`src/rtl/spi_lenx_pkg.sv`:
```
package spi_lenx_pkg;
  localparam int REG_AW = 3;

  localparam logic [REG_AW-1:0] A_CTRL = 3'd0;
  localparam logic [REG_AW-1:0] A_SEL  = 3'd1;
  localparam logic [REG_AW-1:0] A_LEN  = 3'd2;
  localparam logic [REG_AW-1:0] A_DATA = 3'd3;
  localparam logic [REG_AW-1:0] A_STAT = 3'd4;

  localparam int CTRL_GO_BIT   = 15;
  localparam int CTRL_DIR_BIT  = 13;
  localparam int CTRL_MODE_BIT = 12;

  typedef enum logic {
    SQ_IDLE = 1'b0,
    SQ_RUN  = 1'b1
  } seq_state_e;
endpackage

```
`src/rtl/spi_lenx_fifo.sv`:
```
module spi_lenx_fifo #(
  parameter int WIDTH = 32,
  parameter int DEPTH = 4,
  localparam int PTR_W = $clog2(DEPTH),
  localparam int LVL_W = $clog2(DEPTH + 1)
) (
  input  logic             clk,
  input  logic             rst_n,
  input  logic             flush,
  input  logic             push,
  input  logic [WIDTH-1:0] wdata,
  input  logic             pop,
  output logic [WIDTH-1:0] rdata,
  output logic             empty,
  output logic             full,
  output logic [LVL_W-1:0] level
);
  logic [WIDTH-1:0] mem [DEPTH];
  logic [PTR_W-1:0] wptr_q, wptr_d, rptr_q, rptr_d;
  logic [LVL_W-1:0] lvl_q, lvl_d;
  logic             do_push, do_pop;

  assign empty   = (lvl_q == '0);
  assign full    = (lvl_q == LVL_W'(DEPTH));
  assign level   = lvl_q;
  assign rdata   = mem[rptr_q];
  assign do_push = push && !full && !flush;
  assign do_pop  = pop && !empty && !flush;

  always_comb begin
    wptr_d = wptr_q;
    rptr_d = rptr_q;
    lvl_d  = lvl_q;
    if (flush) begin
      wptr_d = '0;
      rptr_d = '0;
      lvl_d  = '0;
    end else begin
      if (do_push) wptr_d = (wptr_q == PTR_W'(DEPTH - 1)) ? '0 : wptr_q + 1'b1;
      if (do_pop)  rptr_d = (rptr_q == PTR_W'(DEPTH - 1)) ? '0 : rptr_q + 1'b1;
      case ({do_push, do_pop})
        2'b10:   lvl_d = lvl_q + 1'b1;
        2'b01:   lvl_d = lvl_q - 1'b1;
        default: lvl_d = lvl_q;
      endcase
    end
  end

  always_ff @(posedge clk or negedge rst_n) begin
    if (!rst_n) begin
      wptr_q <= '0;
      rptr_q <= '0;
      lvl_q  <= '0;
    end else begin
      wptr_q <= wptr_d;
      rptr_q <= rptr_d;
      lvl_q  <= lvl_d;
    end
  end

  always_ff @(posedge clk) begin
    if (do_push) mem[wptr_q] <= wdata;
  end
endmodule

```
`src/rtl/spi_lenx_shifter.sv`:
```
module spi_lenx_shifter #(
  parameter int RATE_W = 3,
  parameter int BYTE_W = 8,
  localparam int CNT_W = (1 << RATE_W) + 1,
  localparam int BIT_W = $clog2(BYTE_W)
) (
  input  logic              clk,
  input  logic              rst_n,
  input  logic [RATE_W-1:0] rate,
  input  logic              start,
  input  logic [BYTE_W-1:0] tx_byte,
  input  logic              miso,
  output logic              sck,
  output logic              mosi,
  output logic              busy,
  output logic              done,
  output logic [BYTE_W-1:0] rx_byte
);
  logic              busy_q, busy_d;
  logic              sck_q, sck_d;
  logic              done_q, done_d;
  logic [CNT_W-1:0]  cnt_q, cnt_d, half_m1;
  logic [BIT_W-1:0]  bit_q, bit_d;
  logic [BYTE_W-1:0] tx_q, tx_d, rx_q, rx_d;
  logic              run_en;

  // half period in system clocks is 2^(rate+1)
  assign half_m1 = (CNT_W'(2) << rate) - CNT_W'(1);
  assign run_en  = busy_q || start;

  assign sck     = sck_q;
  assign mosi    = busy_q & tx_q[BYTE_W-1];
  assign busy    = busy_q;
  assign done    = done_q;
  assign rx_byte = rx_q;

  always_comb begin
    busy_d = busy_q;
    sck_d  = sck_q;
    cnt_d  = cnt_q;
    bit_d  = bit_q;
    tx_d   = tx_q;
    rx_d   = rx_q;
    done_d = 1'b0;
    if (!busy_q) begin
      if (start) begin
        busy_d = 1'b1;
        sck_d  = 1'b0;
        cnt_d  = half_m1;
        bit_d  = '0;
        tx_d   = tx_byte;
      end
    end else if (cnt_q == '0) begin
      cnt_d = half_m1;
      if (!sck_q) begin
        sck_d = 1'b1;
        rx_d  = {rx_q[BYTE_W-2:0], miso};
      end else begin
        sck_d = 1'b0;
        if (bit_q == BIT_W'(BYTE_W - 1)) begin
          busy_d = 1'b0;
          done_d = 1'b1;
        end else begin
          bit_d = bit_q + 1'b1;
          tx_d  = {tx_q[BYTE_W-2:0], 1'b0};
        end
      end
    end else begin
      cnt_d = cnt_q - 1'b1;
    end
  end

  always_ff @(posedge clk or negedge rst_n) begin
    if (!rst_n) begin
      busy_q <= 1'b0;
      sck_q  <= 1'b0;
      done_q <= 1'b0;
      cnt_q  <= '0;
      bit_q  <= '0;
      tx_q   <= '0;
      rx_q   <= '0;
    end else begin
      done_q <= done_d;
      if (run_en) begin
        busy_q <= busy_d;
        sck_q  <= sck_d;
        cnt_q  <= cnt_d;
        bit_q  <= bit_d;
        tx_q   <= tx_d;
        rx_q   <= rx_d;
      end
    end
  end
endmodule

```
`src/rtl/spi_lenx_seq.sv`:
```
module spi_lenx_seq
  import spi_lenx_pkg::*;
#(
  parameter int LEN_W  = 32,
  parameter int WORD_W = 32,
  parameter int BYTE_W = 8,
  localparam int LANES  = WORD_W / BYTE_W,
  localparam int LANE_W = $clog2(LANES)
) (
  input  logic              clk,
  input  logic              rst_n,
  input  logic              trigger,
  input  logic              dir_wr,
  input  logic [LEN_W-1:0]  len,
  input  logic [WORD_W-1:0] fifo_rdata,
  input  logic              fifo_empty,
  input  logic              fifo_full,
  input  logic              sh_busy,
  input  logic              sh_done,
  input  logic [BYTE_W-1:0] sh_rx,
  output logic              fifo_pop,
  output logic              fifo_push,
  output logic [WORD_W-1:0] fifo_wdata,
  output logic              sh_start,
  output logic [BYTE_W-1:0] sh_tx,
  output logic              busy,
  output logic              done
);
  seq_state_e        state_q, state_d;
  logic [LEN_W-1:0]  left_q, left_d;
  logic [LANE_W-1:0] lane_q, lane_d;
  logic [WORD_W-1:0] wbuf_q, wbuf_d, rbuf_q, rbuf_d;
  logic              have_q, have_d, pend_q, pend_d, done_q, done_d;
  logic              last_lane;

  assign busy       = (state_q == SQ_RUN);
  assign done       = done_q;
  assign fifo_wdata = rbuf_q;
  assign last_lane  = (lane_q == LANE_W'(LANES - 1));

  always_comb begin
    state_d   = state_q;
    left_d    = left_q;
    lane_d    = lane_q;
    wbuf_d    = wbuf_q;
    rbuf_d    = rbuf_q;
    have_d    = have_q;
    pend_d    = pend_q;
    done_d    = 1'b0;
    fifo_pop  = 1'b0;
    fifo_push = 1'b0;
    sh_start  = 1'b0;
    sh_tx     = '0;
    unique case (state_q)
      SQ_IDLE: begin
        if (trigger) begin
          state_d = SQ_RUN;
          left_d  = len;
          lane_d  = '0;
          have_d  = 1'b0;
          pend_d  = 1'b0;
          rbuf_d  = '0;
        end
      end
      SQ_RUN: begin
        if (sh_done) begin
          left_d = left_q - 1'b1;
          lane_d = lane_q + 1'b1;
          if (!dir_wr) begin
            rbuf_d[lane_q*BYTE_W +: BYTE_W] = sh_rx;
            if (last_lane || left_q == LEN_W'(1)) pend_d = 1'b1;
          end else begin
            wbuf_d = wbuf_q >> BYTE_W;
            if (last_lane) have_d = 1'b0;
          end
        end else if (!sh_busy) begin
          if (!dir_wr) begin
            if (pend_q) begin
              if (!fifo_full) begin
                fifo_push = 1'b1;
                pend_d    = 1'b0;
                rbuf_d    = '0;
              end
            end else if (left_q == '0) begin
              state_d = SQ_IDLE;
              done_d  = 1'b1;
            end else begin
              sh_start = 1'b1;
            end
          end else begin
            if (left_q == '0) begin
              state_d = SQ_IDLE;
              done_d  = 1'b1;
            end else if (!have_q) begin
              if (!fifo_empty) begin
                fifo_pop = 1'b1;
                wbuf_d   = fifo_rdata;
                have_d   = 1'b1;
              end
            end else begin
              sh_start = 1'b1;
              sh_tx    = wbuf_q[BYTE_W-1:0];
            end
          end
        end
      end
      default: state_d = SQ_IDLE;
    endcase
  end

  always_ff @(posedge clk or negedge rst_n) begin
    if (!rst_n) begin
      state_q <= SQ_IDLE;
      left_q  <= '0;
      lane_q  <= '0;
      wbuf_q  <= '0;
      rbuf_q  <= '0;
      have_q  <= 1'b0;
      pend_q  <= 1'b0;
      done_q  <= 1'b0;
    end else begin
      state_q <= state_d;
      left_q  <= left_d;
      lane_q  <= lane_d;
      wbuf_q  <= wbuf_d;
      rbuf_q  <= rbuf_d;
      have_q  <= have_d;
      pend_q  <= pend_d;
      done_q  <= done_d;
    end
  end
endmodule

```
`src/rtl/spi_lenx_master.sv`:
```
module spi_lenx_master
  import spi_lenx_pkg::*;
#(
  parameter int DATA_W     = 32,
  parameter int LEN_W      = 32,
  parameter int FIFO_DEPTH = 4,
  parameter int RATE_W     = 3,
  localparam int BYTE_W = 8,
  localparam int LVL_W  = $clog2(FIFO_DEPTH + 1)
) (
  input  logic              clk,
  input  logic              rst_n,
  input  logic              reg_wr,
  input  logic              reg_rd,
  input  logic [REG_AW-1:0] reg_addr,
  input  logic [DATA_W-1:0] reg_wdata,
  output logic [DATA_W-1:0] reg_rdata,
  output logic              spi_sck,
  output logic              spi_mosi,
  input  logic              spi_miso,
  output logic              spi_cs_n,
  output logic              xfer_done
);
  logic [RATE_W-1:0] rate_q, rate_d;
  logic              dir_q, dir_d, mode_q, mode_d, sel_q, sel_d;
  logic [LEN_W-1:0]  len_q, len_d;
  logic              busy, trig, ctrl_wr;

  logic              eng_pop, eng_push, sw_pop, sw_push;
  logic [DATA_W-1:0] eng_wdata, fifo_rdata, fifo_wdata;
  logic              fifo_empty, fifo_full;
  logic [LVL_W-1:0]  fifo_lvl;

  logic              sh_start, sh_busy, sh_done;
  logic [BYTE_W-1:0] sh_tx, sh_rx;

  assign ctrl_wr = reg_wr && (reg_addr == A_CTRL) && !busy;
  assign trig    = ctrl_wr && reg_wdata[CTRL_GO_BIT];
  assign sw_push = reg_wr && (reg_addr == A_DATA) && dir_q;
  assign sw_pop  = reg_rd && (reg_addr == A_DATA);

  always_comb begin
    rate_d = rate_q;
    dir_d  = dir_q;
    mode_d = mode_q;
    sel_d  = sel_q;
    len_d  = len_q;
    if (ctrl_wr) begin
      rate_d = reg_wdata[RATE_W-1:0];
      dir_d  = reg_wdata[CTRL_DIR_BIT];
      mode_d = reg_wdata[CTRL_MODE_BIT];
    end
    if (trig) begin
      sel_d = 1'b1;
    end else if (reg_wr && (reg_addr == A_SEL) && !reg_wdata[0] && !busy) begin
      sel_d = 1'b0;
    end
    if (reg_wr && (reg_addr == A_LEN)) len_d = reg_wdata[LEN_W-1:0];
  end

  always_ff @(posedge clk or negedge rst_n) begin
    if (!rst_n) begin
      rate_q <= '0;
      dir_q  <= 1'b0;
      mode_q <= 1'b0;
      sel_q  <= 1'b0;
      len_q  <= '0;
    end else begin
      rate_q <= rate_d;
      dir_q  <= dir_d;
      mode_q <= mode_d;
      sel_q  <= sel_d;
      len_q  <= len_d;
    end
  end

  always_comb begin
    reg_rdata = '0;
    unique case (reg_addr)
      A_CTRL: begin
        reg_rdata[RATE_W-1:0]    = rate_q;
        reg_rdata[CTRL_MODE_BIT] = mode_q;
        reg_rdata[CTRL_DIR_BIT]  = dir_q;
        reg_rdata[CTRL_GO_BIT]   = busy;
      end
      A_SEL:   reg_rdata[0] = sel_q;
      A_LEN:   reg_rdata[LEN_W-1:0] = len_q;
      A_DATA:  reg_rdata = fifo_empty ? '0 : fifo_rdata;
      A_STAT:  reg_rdata[0] = fifo_full;
      default: reg_rdata = '0;
    endcase
  end

  assign fifo_wdata = eng_push ? eng_wdata : reg_wdata;

  spi_lenx_fifo #(
    .WIDTH (DATA_W),
    .DEPTH (FIFO_DEPTH)
  ) u_fifo (
    .clk   (clk),
    .rst_n (rst_n),
    .flush (trig),
    .push  (sw_push | eng_push),
    .wdata (fifo_wdata),
    .pop   (sw_pop | eng_pop),
    .rdata (fifo_rdata),
    .empty (fifo_empty),
    .full  (fifo_full),
    .level (fifo_lvl)
  );

  spi_lenx_seq #(
    .LEN_W  (LEN_W),
    .WORD_W (DATA_W),
    .BYTE_W (BYTE_W)
  ) u_seq (
    .clk        (clk),
    .rst_n      (rst_n),
    .trigger    (trig),
    .dir_wr     (dir_q),
    .len        (len_q),
    .fifo_rdata (fifo_rdata),
    .fifo_empty (fifo_empty),
    .fifo_full  (fifo_full),
    .sh_busy    (sh_busy),
    .sh_done    (sh_done),
    .sh_rx      (sh_rx),
    .fifo_pop   (eng_pop),
    .fifo_push  (eng_push),
    .fifo_wdata (eng_wdata),
    .sh_start   (sh_start),
    .sh_tx      (sh_tx),
    .busy       (busy),
    .done       (xfer_done)
  );

  spi_lenx_shifter #(
    .RATE_W (RATE_W),
    .BYTE_W (BYTE_W)
  ) u_shift (
    .clk     (clk),
    .rst_n   (rst_n),
    .rate    (rate_q),
    .start   (sh_start),
    .tx_byte (sh_tx),
    .miso    (spi_miso),
    .sck     (spi_sck),
    .mosi    (spi_mosi),
    .busy    (sh_busy),
    .done    (sh_done),
    .rx_byte (sh_rx)
  );

  assign spi_cs_n = ~sel_q;
endmodule

```
`config.mk`:
```
export PLATFORM = sky130hd
export DESIGN_NAME = spi_lenx_master
export DESIGN_NICKNAME = d
export VERILOG_FILES = /design/src/rtl/spi_lenx_pkg.sv /design/src/rtl/spi_lenx_fifo.sv /design/src/rtl/spi_lenx_shifter.sv /design/src/rtl/spi_lenx_seq.sv /design/src/rtl/spi_lenx_master.sv
export SDC_FILE = /design/constraint.sdc
export NUM_CORES = 1
export LEC_CHECK = 0
export BUFFER_PORTS_ARGS = -buffer_cell sky130_fd_sc_hd__buf_2
export CAP_MARGIN = 20
export CORE_MARGIN = 10
export CORE_UTILIZATION = 55
export DETAILED_ROUTE_END_ITERATION = 10
export PLACE_DENSITY = 0.76
export SLEW_MARGIN = 20
export SYNTH_ARGS = -nofsm -noshare
export SYNTH_HDL_FRONTEND = slang
export SYNTH_SLANG_ARGS = --single-unit
```
`constraint.sdc`:
```
create_clock -name clk -period 2.9 [get_ports clk]
set_input_delay 0.29 -clock clk [delete_from_list [all_inputs] [get_ports clk]]
set_output_delay 0.29 -clock clk [all_outputs]
set_load 0.02 [all_outputs]
```
==> summary.md, run 1 <==
| Metric | Value |
|---|---|
| Via/cell ratio | `6.363` |
| Largest net degree at the start of global routing | `73` |
| Worst Hold Launch | `reg_wdata[22]` |
| Highest clock rate | `355.1 MHz` |
| Syn_nets | `1213` |
| Slew @ Worst Pin | `0.7887 ns` |
| Ant diodes | `0` |
| Synth Flop Type | `dfrtp_1` |
| Status | `complete, no violations` |
| Power per cell area | `693.1 nW/um^2` |
| Max stage delay on crit path | `0.55 ns` |
| Root Buffer | `clkbuf_16` |
| Routed len/inst | `23.60 um` |
| Psw | `3141 uW` |
| Kind of critical path | `flop to flop` |
| Slew Limit Fails | `0` |
| Synth Area in Compound Gates | `11.45%` |
| Hold Crit Depth | `2` |
| Crit path DAT | `3.21 ns` |
| Share of the yosys chip area belonging to registers | `58.38%` |
| Synth Register Bits | `306` |
| Die width | `180.8 um` |
| Post-Syn Instances | `1157` |
| Die Height | `180.8 um` |
| Synthesis-to-layout area growth | `15.58%` |
| 1st-pass router iterations | `6` |
| Crit-path max FO | `3` |
| Post-synth EDFFs | `128` |
| Sw Ratio | `27.59%` |
| Starting density of the core | `56.12%` |
| Ys Warns | `0` |
| Setup Skew | `0.02837 ns` |
| M1 WL | `14640 um` |
| Post-DP HPWL | `25320 um` |
| Critical-path cell list | `or4_4 -> or3_4 -> nor4_4 -> o21a_1 -> nor2_1 -> fa_1 -> inv_1 -> o211ai_1 -> a32o_1` |
| Final hold violation count | `0` |
| CTS tree | `done` |
| Io pins | `76` |
| Internal Power | `8245 uW` |
| DR vias | `10220` |
| CP required | `3.29 ns` |
| Post-route setup TNS | `0 ns` |
| Register share of total power | `45.0%` |
| Global placement routability congestion | `0.9154` |
| Skew-Pair Late Insertion Delay | `0.53 ns` |
| Hold crit path type | `input port to flop` |
| Yosys cell types | `65` |
| I/O Buffers | `75` |
| Crit path max-delay family | `simple AND/OR/NAND/NOR gates` |
| Startpoint Class | `flop` |
| Longest Clk Path Bufs | `3` |
| Total GRT Usage | `22.77%` |
| Max Cap Viol | `0` |
| Adder-Cell Fraction of Synth Area | `1.461%` |
| Htree depth | `2` |
| Layout cells sized above 1 | `24.61%` |
| R2R depth | `9` |
| Mean Syn Cell Area | `12.28 sq um` |
| Cell Area, Synth | `14210 sq um` |
| Clk pwr share | `37.7%` |
| CTS Buf Count | `34` |
| RR Endpoint | `u_fifo.level[2]` |
| Worst VDD drop | `553.1 uV` |
| Combinational power share | `17.3%` |
| First-pass GRT wire length | `59550 um` |
| # rows | `58` |
| Final WL | `37900 um` |
| Largest family of logic cells by synthesized area | `multiplexers` |
| Slowest CP cell | `or4_4` |
| Simple-gate share of the synthesized area | `10.61%` |
| Worst path bufs/invs | `1` |
| FF-to-FF setup slack | `0.08 ns` |
| R2R Path Start | `u_seq.left_q[16]` |
| Final worst path period need | `2.816 ns` |
| Die Area | `32670 sq um` |
| Top Metal Used | `met4` |
| Met2 wire length | `18560 um` |
| Core Box Area | `25330 sq um` |
| Clk slew on worst S/H paths | `0.06 ns` |
| Routed wl met3 | `2930 um` |
| GRT overflow | `0` |
| Leakage | `0.006839 uW` |
| Xor-xnor portion of the synthesized cell area | `0.4930%` |
| Period utilisation layout | `97.10%` |
| NumNets Final | `1307` |
| Initial antenna violation count | `0` |
| Slew headroom | `47.06%` |
| Final Power | `11390 uW` |
| Mux cell area share after synthesis | `14.15%` |
| Number of DRC markers in iteration 0 | `1005` |
| Detailed-route DRC error count | `0` |
| # setup viols final | `0` |
| Worst Setup End Kind | `flop` |
| CTS Sinks | `306` |
| Vias in the first global route | `10310` |
| Ys async rst share | `58.17%` |
| Post-route ant nets | `0` |
| Worst Hold Path EP | `len_q[22]` |
-- worst max path at each step --
| stage | slack, ns | depth (start not counted) | endpoint | startpoint |
|---|---|---|---|---|
| global placement | 0.14 | 9 | u_fifo.level[2] | u_seq.left_q[29] |
| global route | -0.009 | 8 | u_seq.left_q[26] | u_seq.left_q[0] |
| detailed placement | 0.05 | 9 | u_seq.wbuf_q[22] | u_seq.left_q[0] |
| CTS | 0.007 | 8 | u_seq.left_q[30] | u_seq.left_q[0] |
| finish | 0.08 | 9 | u_fifo.level[2] | u_seq.left_q[16] |
| floorplan | -0.35 | 6 | u_fifo.mem[0][0] | u_seq.busy |
-- layout make-up --
type | instances | area (sq um)
tap | 330 | 412.9
clock buffer | 45 | 973.4
timing repair buffer | 130 | 869.6
multi-input combinational | 732 | 5535
fill | 1858 | 8899
clock inverter | 16 | 158.9
inverter | 47 | 176.4
sequential | 306 | 8302
-- cells by family after synthesis --
logic type	after synthesis
buf+inv	119
compound gates	247
flops	306
mux	153
xor+xnor	8
simple gates	308
fa+ha+maj	16
-- timing repair --
action	CTS	global route
resized for setup	0	8
endpoints found under the setup margin	0	20
hold endpoints to repair	27	0
hold buffers	1	0
setup buffers	0	1
-- registers in the layout, summed over array words and instances (netlist names), 3 cells and up --
| register | cells |
|---|---|
| u_seq.wbuf_q | 32 |
| len_q | 32 |
| u_fifo.level | 3 |
| u_shift.cnt_q | 9 |
| rate_q | 3 |
| u_seq.left_q | 32 |
| u_shift.bit_q | 3 |
| u_fifo.mem | 128 |
| u_seq.fifo_wdata | 32 |
| u_shift.rx_byte | 8 |
| u_shift.tx_q | 8 |
-- power by group through the flow --
| stage | sequential, uW | combinational [uW] | clock, uW |
|---|---|---|---|
| after floorplan | 5020 | 1340 | 0 |
| after global placement | 5190 | 1920 | 0 |
| after detailed placement | 5190 | 1970 | 0 |
| after CTS | 5110 | 1990 | 4340 |
| after global routing | 5150 | 2120 | 4520 |
| final | 5120 | 1970 | 4300 |
-- layout by cell type (no fill, tap or decap), drive strengths merged, types with 3 or more instances in the layout --
master	count
and2	6
nand2	103
xor2	4
a21oi	62
clkinv	11
mux2i	58
o211ai	8
nor3b	8
nor4	14
a222oi	8
o21ai	55
buf	128
nor2	58
nor3	25
o22ai	28
o311ai	8
or2	3
a31oi	9
a211oi	7
xnor2	4
nand3	42
or3	8
or4	6
nand2b	5
dfrtp	178
a22o	42
edfxtp	128
ha	15
clkbuf	46
mux2	63
nor2b	18
mux4	32
inv	49
and3	3
-- metrics by stage --
step                      hold slack (ns)  worst slack (ns)  cell area (sq um)  utilization [%]  instances
after floorplan                 -0.005591           -0.3469              14220                -       1157
after global placement             0.2098            0.1436              15210            60.04       1542
after detailed placement           0.2085           0.05424              15210            60.04       1542
after CTS                        0.005290          0.007487              16350            64.55       1604
after global routing              0.01927         -0.009053              16430            64.87       1606
final                             0.01238           0.08422              16430            64.87       1606
-- synthesized netlist by cell type (5+ instances only) --
master,n,share of area (%)
nor2_1,58,1.5
nor3_1,24,0.85
nand2_1,102,2.7
nor2b_1,18,0.79
o211ai_1,8,0.42
a31oi_1,9,0.40
a22o_1,42,2.6
mux4_2,32,5.1
edfxtp_1,128,27
nor3b_1,8,0.42
nand3_1,42,1.5
mux2_2,63,5.0
a222oi_1,8,0.56
nand2b_1,5,0.22
dfrtp_1,178,31
nor4_1,13,0.57
and2_1,5,0.22
clkbuf_1,51,1.3
o311ai_0,8,0.49
inv_1,47,1.2
a211oi_1,7,0.37
o22ai_1,28,1.2
or3_1,7,0.31
buf_1,11,0.29
a21oi_1,62,2.2
mux2i_1,58,4.1
o21ai_0,52,1.8
ha_1,15,1.3
-- worst reg2reg max path, cell delays in order (launching register included) --
cell and delay, ns:
dfrtp_1 0.39, or4_4 0.55, or3_4 0.43, nor4_4 0.31
o21a_1 0.17, nor2_1 0.06, fa_1 0.35, inv_1 0.09
o211ai_1 0.09, a32o_1 0.25
-- layer usage --
layer / up-vias / global-route usage (%)
li1: 4521 / -
met1: 5117 / 28.62
met2: 481 / 37.92
met3: 100 / 4.076
met4: 0 / 9.843
met5: - / 0
No activity file was read; power rests on OpenSTA's default activity.
==> run 2, diff against run 1 <==
--- a/config.mk
+++ b/config.mk
@@ -11,6 +11,7 @@
 export CORE_UTILIZATION = 55
 export DETAILED_ROUTE_END_ITERATION = 10
 export PLACE_DENSITY = 0.76
+export RECOVER_POWER = 50
 export SLEW_MARGIN = 20
 export SYNTH_ARGS = -nofsm -noshare
 export SYNTH_HDL_FRONTEND = slang
==> constraint.sdc (replaced) <==
create_clock -name clk -period 2.9 [get_ports clk]
set_input_delay 0.145 -clock clk [delete_from_list [all_inputs] [get_ports clk]]
set_output_delay 0.145 -clock clk [all_outputs]
set_load 0.02 [all_outputs]
==> run 2 against run 1 <==
Effect of this change:
- worst hold slack better by 0.011 ns
- die area stayed put
- combinational power hardly changed
- count of clock-buffer cells in the layout up 4
- sequential power barely moved
- maximum frequency is 0.18% higher
- register-to-register slack is essentially flat
- critical path type is now flop to output pin
- non-clock buffer count is 33 higher
- via count up 1.8%
- largest cell class unchanged
- clock power down 4%
- the flow now finishes with violations (max-capacitance violations, max-slew violations)
- global-route usage increased by 0.67 points
==> summary.md, run 2 (synthesis gave the netlist of run 1 again) <==
| Metric | Value |
|---|---|
| CP required | `2.76 ns (was 3.29 ns)` |
| Startpoint Class | `flop (unchanged)` |
| Io pins | `76 (unchanged)` |
| Final Power | `11250 uW (was 11390 uW)` |
| Die Area | `32670 sq um (unchanged)` |
| Root Buffer | `clkbuf_16 (unchanged)` |
| Crit-path max FO | `31 (was 3)` |
| Post-DP HPWL | `25830 um (was 25320 um)` |
| Via/cell ratio | `6.354 (was 6.363)` |
| Most Frequent Cell on Critical Path | `nor3_2` |
| Multi-input logic area | `5524 sq um (was 5535 sq um)` |
| Final WL | `39040 um (was 37900 um)` |
| Slew Limit Fails | `20 (was 0)` |
| Total GRT Usage | `23.44% (was 22.77%)` |
| Largest Register | `u_fifo.mem (unchanged)` |
| Highest clock rate | `355.8 MHz (was 355.1 MHz)` |
| Crit path max-delay family | `buffers and inverters (was simple AND/OR/NAND/NOR gates)` |
| Initial antenna violation count | `0 (unchanged)` |
| Leading cell type in the layout, fill and taps excluded | `dfrtp_1 (unchanged)` |
| CTS Sinks | `306 (unchanged)` |
| Max stage delay on crit path | `0.51 ns (was 0.55 ns)` |
| Clk slew on worst S/H paths | `0.06 ns (about the same)` |
| Worst Setup End Kind | `output pin (was flop)` |
| Period utilisation layout | `96.92% (was 97.10%)` |
| Slowest CP cell | `a222oi_1 (was or4_4)` |
| Status | `finished, violations left (was complete, no violations)` |
| Detailed-route DRC error count | `0 (unchanged)` |
| DP Area | `15190 sq um (was 15210 sq um)` |
| Worst VDD drop | `494.9 uV (was 553.1 uV)` |
| Final worst path period need | `2.811 ns (was 2.816 ns)` |
| Fill cells | `1849 (was 1858)` |
| CTS Buf Count | `31 (was 34)` |
| NumNets Final | `1338 (was 1307)` |
| Longest Clk Path Bufs | `3 (unchanged)` |
| # rows | `58 (unchanged)` |
| Post-route ant nets | `0 (unchanged)` |
| CTS tree | `done (unchanged)` |
| Failing checks | `max-capacitance violations, max-slew violations` |
| Post-route setup TNS | `0 ns (unchanged)` |
| Slew headroom | `-15.68% (was 47.06%)` |
| I/O Buffers | `75 (unchanged)` |
| Starting density of the core | `56.12% (unchanged)` |
| Register area | `8303 sq um (was 8302 sq um)` |
| Cell area after layout | `16600 sq um (was 16430 sq um)` |
| Synthesis-to-layout area growth | `16.81% (was 15.58%)` |
| Core Box Area | `25330 sq um (unchanged)` |
| Skew-Pair Late Insertion Delay | `0.58 ns (was 0.53 ns)` |
| Kind of critical path | `flop to output pin (was flop to flop)` |
| Hold crit path type | `input port to flop (unchanged)` |
| Routed len/inst | `23.85 um (was 23.60 um)` |
| 1st-pass router iterations | `7 (was 6)` |
| Slew @ Worst Pin | `1.734 ns (was 0.7887 ns)` |
| # setup viols final | `0 (unchanged)` |
| Ant diodes | `0 (unchanged)` |
| Htree depth | `1 (was 2)` |
| Die Height | `180.8 um (unchanged)` |
| Global placement routability congestion | `0.9175 (was 0.9154)` |
| Critical-path cell list | `nor3_2 -> nor3_2 -> buf_4 -> a222oi_1 -> inv_1 -> buf_2 (was or4_4 -> or3_4 -> nor4_4 -> o21a_1 -> nor2_1 -> fa_1 -> inv_1 -> o211ai_1 -> a32o_1)` |
| Die width | `180.8 um (unchanged)` |
| First-pass GRT wire length | `61110 um (was 59550 um)` |
| Final hold violation count | `0 (unchanged)` |
| Largest net degree at the start of global routing | `89 (was 73)` |
| GRT overflow | `0 (unchanged)` |
| Setup Skew | `0.009837 ns (was 0.02837 ns)` |
| Power per cell area | `677.5 nW/um^2 (was 693.1 nW/um^2)` |
| Max Cap Viol | `2 (was 0)` |
| RSZ-0062 raised after global routing | `yes` |
| Number of DRC markers in iteration 0 | `1210 (was 1005)` |
| Most frequent cells in the layout | `dfrtp_1 (176), edfxtp_1 (128), nand2_1 (102), buf_2 (71), mux2_2 (63) (was dfrtp_1 (175), edfxtp_1 (128), nand2_1 (102), buf_2 (74), mux2_2 (63))` |
| Crit path DAT | `2.67 ns (was 3.21 ns)` |
| Leakage | `0.006892 uW (was 0.006839 uW)` |
| Worst path bufs/invs | `3 (was 1)` |
| Layout cells sized above 1 | `22.80% (was 24.61%)` |
| Max FFs per register | `128 (unchanged)` |
| DR vias | `10400 (was 10220)` |
| Vias in the first global route | `10530 (was 10310)` |
## run 2: repair_timing
action,in CTS,in global routing
pin swaps,1,3
cloned,1,0
setup buffers,0,1
hold buffers,34,0
gates resized for setup,0,7
hold endpoints to repair,165,0
endpoints found under the setup margin,2,31
## run 2: report_power, final
group / leakage (uW) / internal (uW) / switching [uW]
sequential: 0.00337 / 4760 / 388
combinational: 0.00300 / 948 / 1040
clock: 0.000520 / 2420 / 1690
total: 0.00689 / 8130 / 3120
## run 2: final timing paths
path	endpoint	start	slack, ns	cells after the start
max	reg_rdata[15]	u_fifo.level[0]	0.09	6
min	sel_q	reg_addr[0]	0.02	3
max reg2reg	u_shift.cnt_q[6]	u_seq.left_q[25]	0.09	7
min reg2reg	u_seq.pend_q	u_seq.pend_q	0.51	2
max in group asynchronous	len_q[3]	rst_n	0.76	3
min in group asynchronous	u_shift.cnt_q[6]	rst_n	0.47	2
## run 2: area by class of cell
class                   count  share of cell area, %
clock inverters             9                 0.6858
well taps                 330                  2.487
flip-flops and latches    306                  50.01
inverters                  47                  1.063
clock buffers              49                  5.697
multi-input cells         733                  33.27
repair buffers            163                  6.790
## run 2: per-stage QoR
step	utilization [%]	hold WS [ns]	setup WS [ns]	instances
final	65.56	0.02297	0.08919	1637
after global routing	65.56	0.08089	-0.03650	1637
after CTS	65.54	0.03244	0.004056	1636
after detailed placement	59.97	0.1576	0.02139	1543
after global placement	59.97	0.1522	0.1319	1543
after floorplan	-	-0.1506	-0.3469	1157
## run 2: metal layers
layer / track usage, % / vias to the layer above / part of all wire (%)
li1: - / 4586 / -
met1: 28.97 / 5232 / 38
met2: 40.00 / 499 / 51
met3: 4.056 / 85 / 7.6
met4: 9.449 / 0 / 3.4
met5: 0 / - / 0
## run 2: worst register-to-register path, delay by kind of cell, from the launching register on
kind | cells | cell delay, ns
buffers and inverters | 1 | 0.18
flip-flops | 1 | 0.42
AND/OR/NAND/NOR | 3 | 1.47
AO/OA/AOI/OAI | 3 | 0.68
==> run 3, diff against run 2 <==
--- a/config.mk
+++ b/config.mk
@@ -7,10 +7,12 @@
 export LEC_CHECK = 0
 export BUFFER_PORTS_ARGS = -buffer_cell sky130_fd_sc_hd__buf_2
 export CAP_MARGIN = 20
+export CELL_PAD_IN_SITES_DETAIL_PLACEMENT = 1
+export CELL_PAD_IN_SITES_GLOBAL_PLACEMENT = 1
 export CORE_MARGIN = 10
-export CORE_UTILIZATION = 55
+export CORE_UTILIZATION = 45
 export DETAILED_ROUTE_END_ITERATION = 10
-export PLACE_DENSITY = 0.76
+export PLACE_DENSITY_LB_ADDON = 0.1
 export RECOVER_POWER = 50
 export SLEW_MARGIN = 20
 export SYNTH_ARGS = -nofsm -noshare
==> run 3 against run 2 <==
Effect of this change:
- the flow still finishes with violations (max-capacitance violations, max-slew violations)
- non-clock buffer count grew 8
- combinational power grew 3%
- routed wire length grew 13%
- critical endpoint is now u_fifo.level[2]
- largest power group unchanged
==> summary.md, run 3 (synthesis gave the netlist of run 1 again) <==
| Metric | Value |
|---|---|
| DR vias | `10250 (was 10400)` |
| Register share of total power | `44.9% (was 45.8%)` |
| Largest Register | `u_fifo.mem (unchanged)` |
| Die width | `197.7 um (was 180.8 um)` |
| Skew-Pair Late Insertion Delay | `0.52 ns (was 0.58 ns)` |
| Root Buffer | `clkbuf_16 (unchanged)` |
| CTS Sinks | `306 (unchanged)` |
| # rows | `65 (was 58)` |
| Number of DRC markers in iteration 0 | `699 (was 1210)` |
| Worst path bufs/invs | `1 (was 3)` |
| Htree depth | `2 (was 1)` |
| Clk pwr share | `37.4% (was 36.6%)` |
| Slew @ Worst Pin | `2.107 ns (was 1.734 ns)` |
| Max FFs per register | `128 (unchanged)` |
| Fill cells | `3248 (was 1849)` |
| I/O Buffers | `75 (unchanged)` |
| Startpoint Class | `flop (unchanged)` |
| Most frequent cells in the layout | `dfrtp_1 (177), edfxtp_1 (128), nand2_1 (102), buf_2 (70), a21oi_1 (62) (was dfrtp_1 (176), edfxtp_1 (128), nand2_1 (102), buf_2 (71), mux2_2 (63))` |
| First-pass GRT wire length | `68120 um (was 61110 um)` |
| Sw Ratio | `28.71% (was 27.73%)` |
| Detailed-route DRC error count | `0 (unchanged)` |
| Longest Clk Path Bufs | `3 (unchanged)` |
| Critical-path cell list | `or4_4 -> or3_4 -> nor4_4 -> o21a_1 -> nor2_1 -> fa_1 -> inv_1 -> o211ai_1 -> a32o_1 (was nor3_2 -> nor3_2 -> buf_4 -> a222oi_1 -> inv_1 -> buf_2)` |
| Initial antenna violation count | `1 (was 0)` |
| Post-route ant nets | `0 (unchanged)` |
| Die Area | `39100 sq um (was 32670 sq um)` |
| CP Depth | `9 (was 6)` |
| Hold Crit Depth | `2 (was 3)` |
| Global placement routability congestion | `0.8376 (was 0.9175)` |
| Worst Setup End Kind | `flop (was output pin)` |
| Vias in the first global route | `10820 (was 10530)` |
| Inst Count DP | `1626 (was 1543)` |
| FF-to-FF setup slack | `0.1 ns (was 0.09 ns)` |
| Post-DP HPWL | `30630 um (was 25830 um)` |
| CTS tree | `done (unchanged)` |
| 1st-pass router iterations | `8 (was 7)` |
| Die Height | `197.7 um (was 180.8 um)` |
| Hold crit path type | `input port to flop (unchanged)` |
| NumNets Final | `1349 (was 1338)` |
| Max stage delay on crit path | `0.55 ns (was 0.51 ns)` |
| Combinational power share | `17.7% (about the same)` |
| Routed len/inst | `25.64 um (was 23.85 um)` |
| Period utilisation layout | `96.62% (was 96.92%)` |
| Failing checks | `max-capacitance violations, max-slew violations (unchanged)` |
| CP required | `3.30 ns (was 2.76 ns)` |
| Final hold violation count | `0 (unchanged)` |
| Core Box Area | `31390 sq um (was 25330 sq um)` |
| Leakage | `0.006981 uW (was 0.006892 uW)` |
| Hold WS | `0.01676 ns (was 0.02297 ns)` |
| Max Cap Viol | `2 (unchanged)` |
| Starting density of the core | `45.28% (was 56.12%)` |
| Largest net degree at the start of global routing | `77 (was 89)` |
| Final worst path period need | `2.802 ns (was 2.811 ns)` |
| Final WL | `44120 um (was 39040 um)` |
| Status | `finished, violations left (unchanged)` |
| Crit path max-delay family | `simple AND/OR/NAND/NOR gates (was buffers and inverters)` |
| Final Non-Filler Cells | `1721 (was 1637)` |
| Layout cells sized above 1 | `22.90% (was 22.80%)` |
| CTS Buf Count | `35 (was 31)` |
| Total GRT Usage | `22.94% (was 23.44%)` |
| Slowest CP cell | `or4_4 (was a222oi_1)` |
| Leading cell type in the layout, fill and taps excluded | `dfrtp_1 (unchanged)` |
| Worst VDD drop | `503.0 uV (was 494.9 uV)` |
| Kind of critical path | `flop to flop (was flop to output pin)` |
| Slew Limit Fails | `94 (was 20)` |
| Ant diodes | `0 (unchanged)` |
| Internal Power | `8221 uW (was 8129 uW)` |
| Psw | `3311 uW (was 3119 uW)` |
| Setup Skew | `0.01791 ns (was 0.009837 ns)` |
| Clk slew on worst S/H paths | `0.06 ns (about the same)` |
| Power per cell area | `684.6 nW/um^2 (was 677.5 nW/um^2)` |
| Via/cell ratio | `5.956 (was 6.354)` |
| Highest clock rate | `356.9 MHz (was 355.8 MHz)` |
| RSZ-0062 raised after global routing | `yes (unchanged)` |
| Synthesis-to-layout area growth | `18.52% (was 16.81%)` |
| Io pins | `76 (unchanged)` |
| Final Power | `11530 uW (was 11250 uW)` |
| Slew headroom | `-40.48% (was -15.68%)` |
| Crit path DAT | `3.20 ns (was 2.67 ns)` |
| Crit-path max FO | `3 (was 31)` |
| GRT overflow | `0 (unchanged)` |
| R2R depth | `9 (was 7)` |
| # setup viols final | `0 (unchanged)` |
==> run 3: cell count changes in the layout (fill, tap and decap cells not counted), sizes merged <==
cell         previous run  this run
clkbuf                 58        61
clkinv                  4         7
buf                   120       130
bufinv                  2         1
o21ai                  56        55
dlygate4sd3            34        32
==> run 3: per-layer routing <==
metal | GRT usage [%] | share of wire, % | wire length (um)
met1 | 31.13 | 44 | 19370
met2 | 37.84 | 49 | 21570
met3 | 3.718 | 5.4 | 2400
met4 | 5.325 | 1.8 | 778
met5 | 0 | 0 | 0
==> run 3: final cells by class <==
class / instances / area (sq um) / area share [%]
Tap cell: 402 / 503.0 / 2.986
Multi-Input combinational cell: 732 / 5503 / 32.66
Timing Repair Buffer: 171 / 1245 / 7.390
Clock buffer: 52 / 1021 / 6.061
Inverter: 47 / 176.4 / 1.047
Clock inverter: 11 / 98.84 / 0.5867
Sequential cell: 306 / 8299 / 49.26
==> run 3: worst reg2reg max path: cells and delay by family, from the launching register on <==
kind / cells / cell delay [ns]
buffers and inverters: 1 / 0.08
adders and majority gates: 1 / 0.35
DFF: 1 / 0.38
and+or+nand+nor: 4 / 1.34
AOI/OAI and AO/OA: 3 / 0.54
==> run 3: repair_timing <==
action	in CTS	in global routing
gates resized for setup	0	2
setup endpoints to repair	0	6
endpoints found under the hold margin	109	0
buffers inserted	0	0
hold buffers	32	0
==> run 3: final timing paths <==
path | startpoint | end
worst max-delay path | u_seq.left_q[16] | u_fifo.level[2]
worst min-delay path | reg_wdata[15] | len_q[15]
worst max register to register | u_seq.left_q[16] | u_fifo.level[2]
worst min register to register | u_shift.tx_q[0] | u_shift.tx_q[0]
max in group asynchronous | rst_n | u_fifo.rptr_q[0]
min in group asynchronous | rst_n | u_shift.bit_q[2]
==> run 3: through the flow <==
stage / setup slack [ns] / TNS (ns) / instance area (sq um) / utilization (%)
after floorplan: -0.3469 / -44.40 / 14220 / -
after global placement: 0.1319 / 0 / 15430 / 49.15
after detailed placement: 0.05779 / 0 / 15430 / 49.15
after CTS: 0.05619 / 0 / 16870 / 53.74
after global routing: -0.02670 / -0.02670 / 16850 / 53.66
final: 0.09805 / 0 / 16850 / 53.66
==> run 3: power by group through the flow <==
stage / sequential [uW] / clock (uW) / combinational [uW]
3_5_place_dp: 5260 / 0 / 2020
3_3_place_gp: 5240 / 0 / 1970
4_1_cts: 5180 / 4380 / 2070
5_1_grt: 5210 / 4590 / 2200
2_1_floorplan: 5020 / 0 / 1340
6_report: 5180 / 4320 / 2040
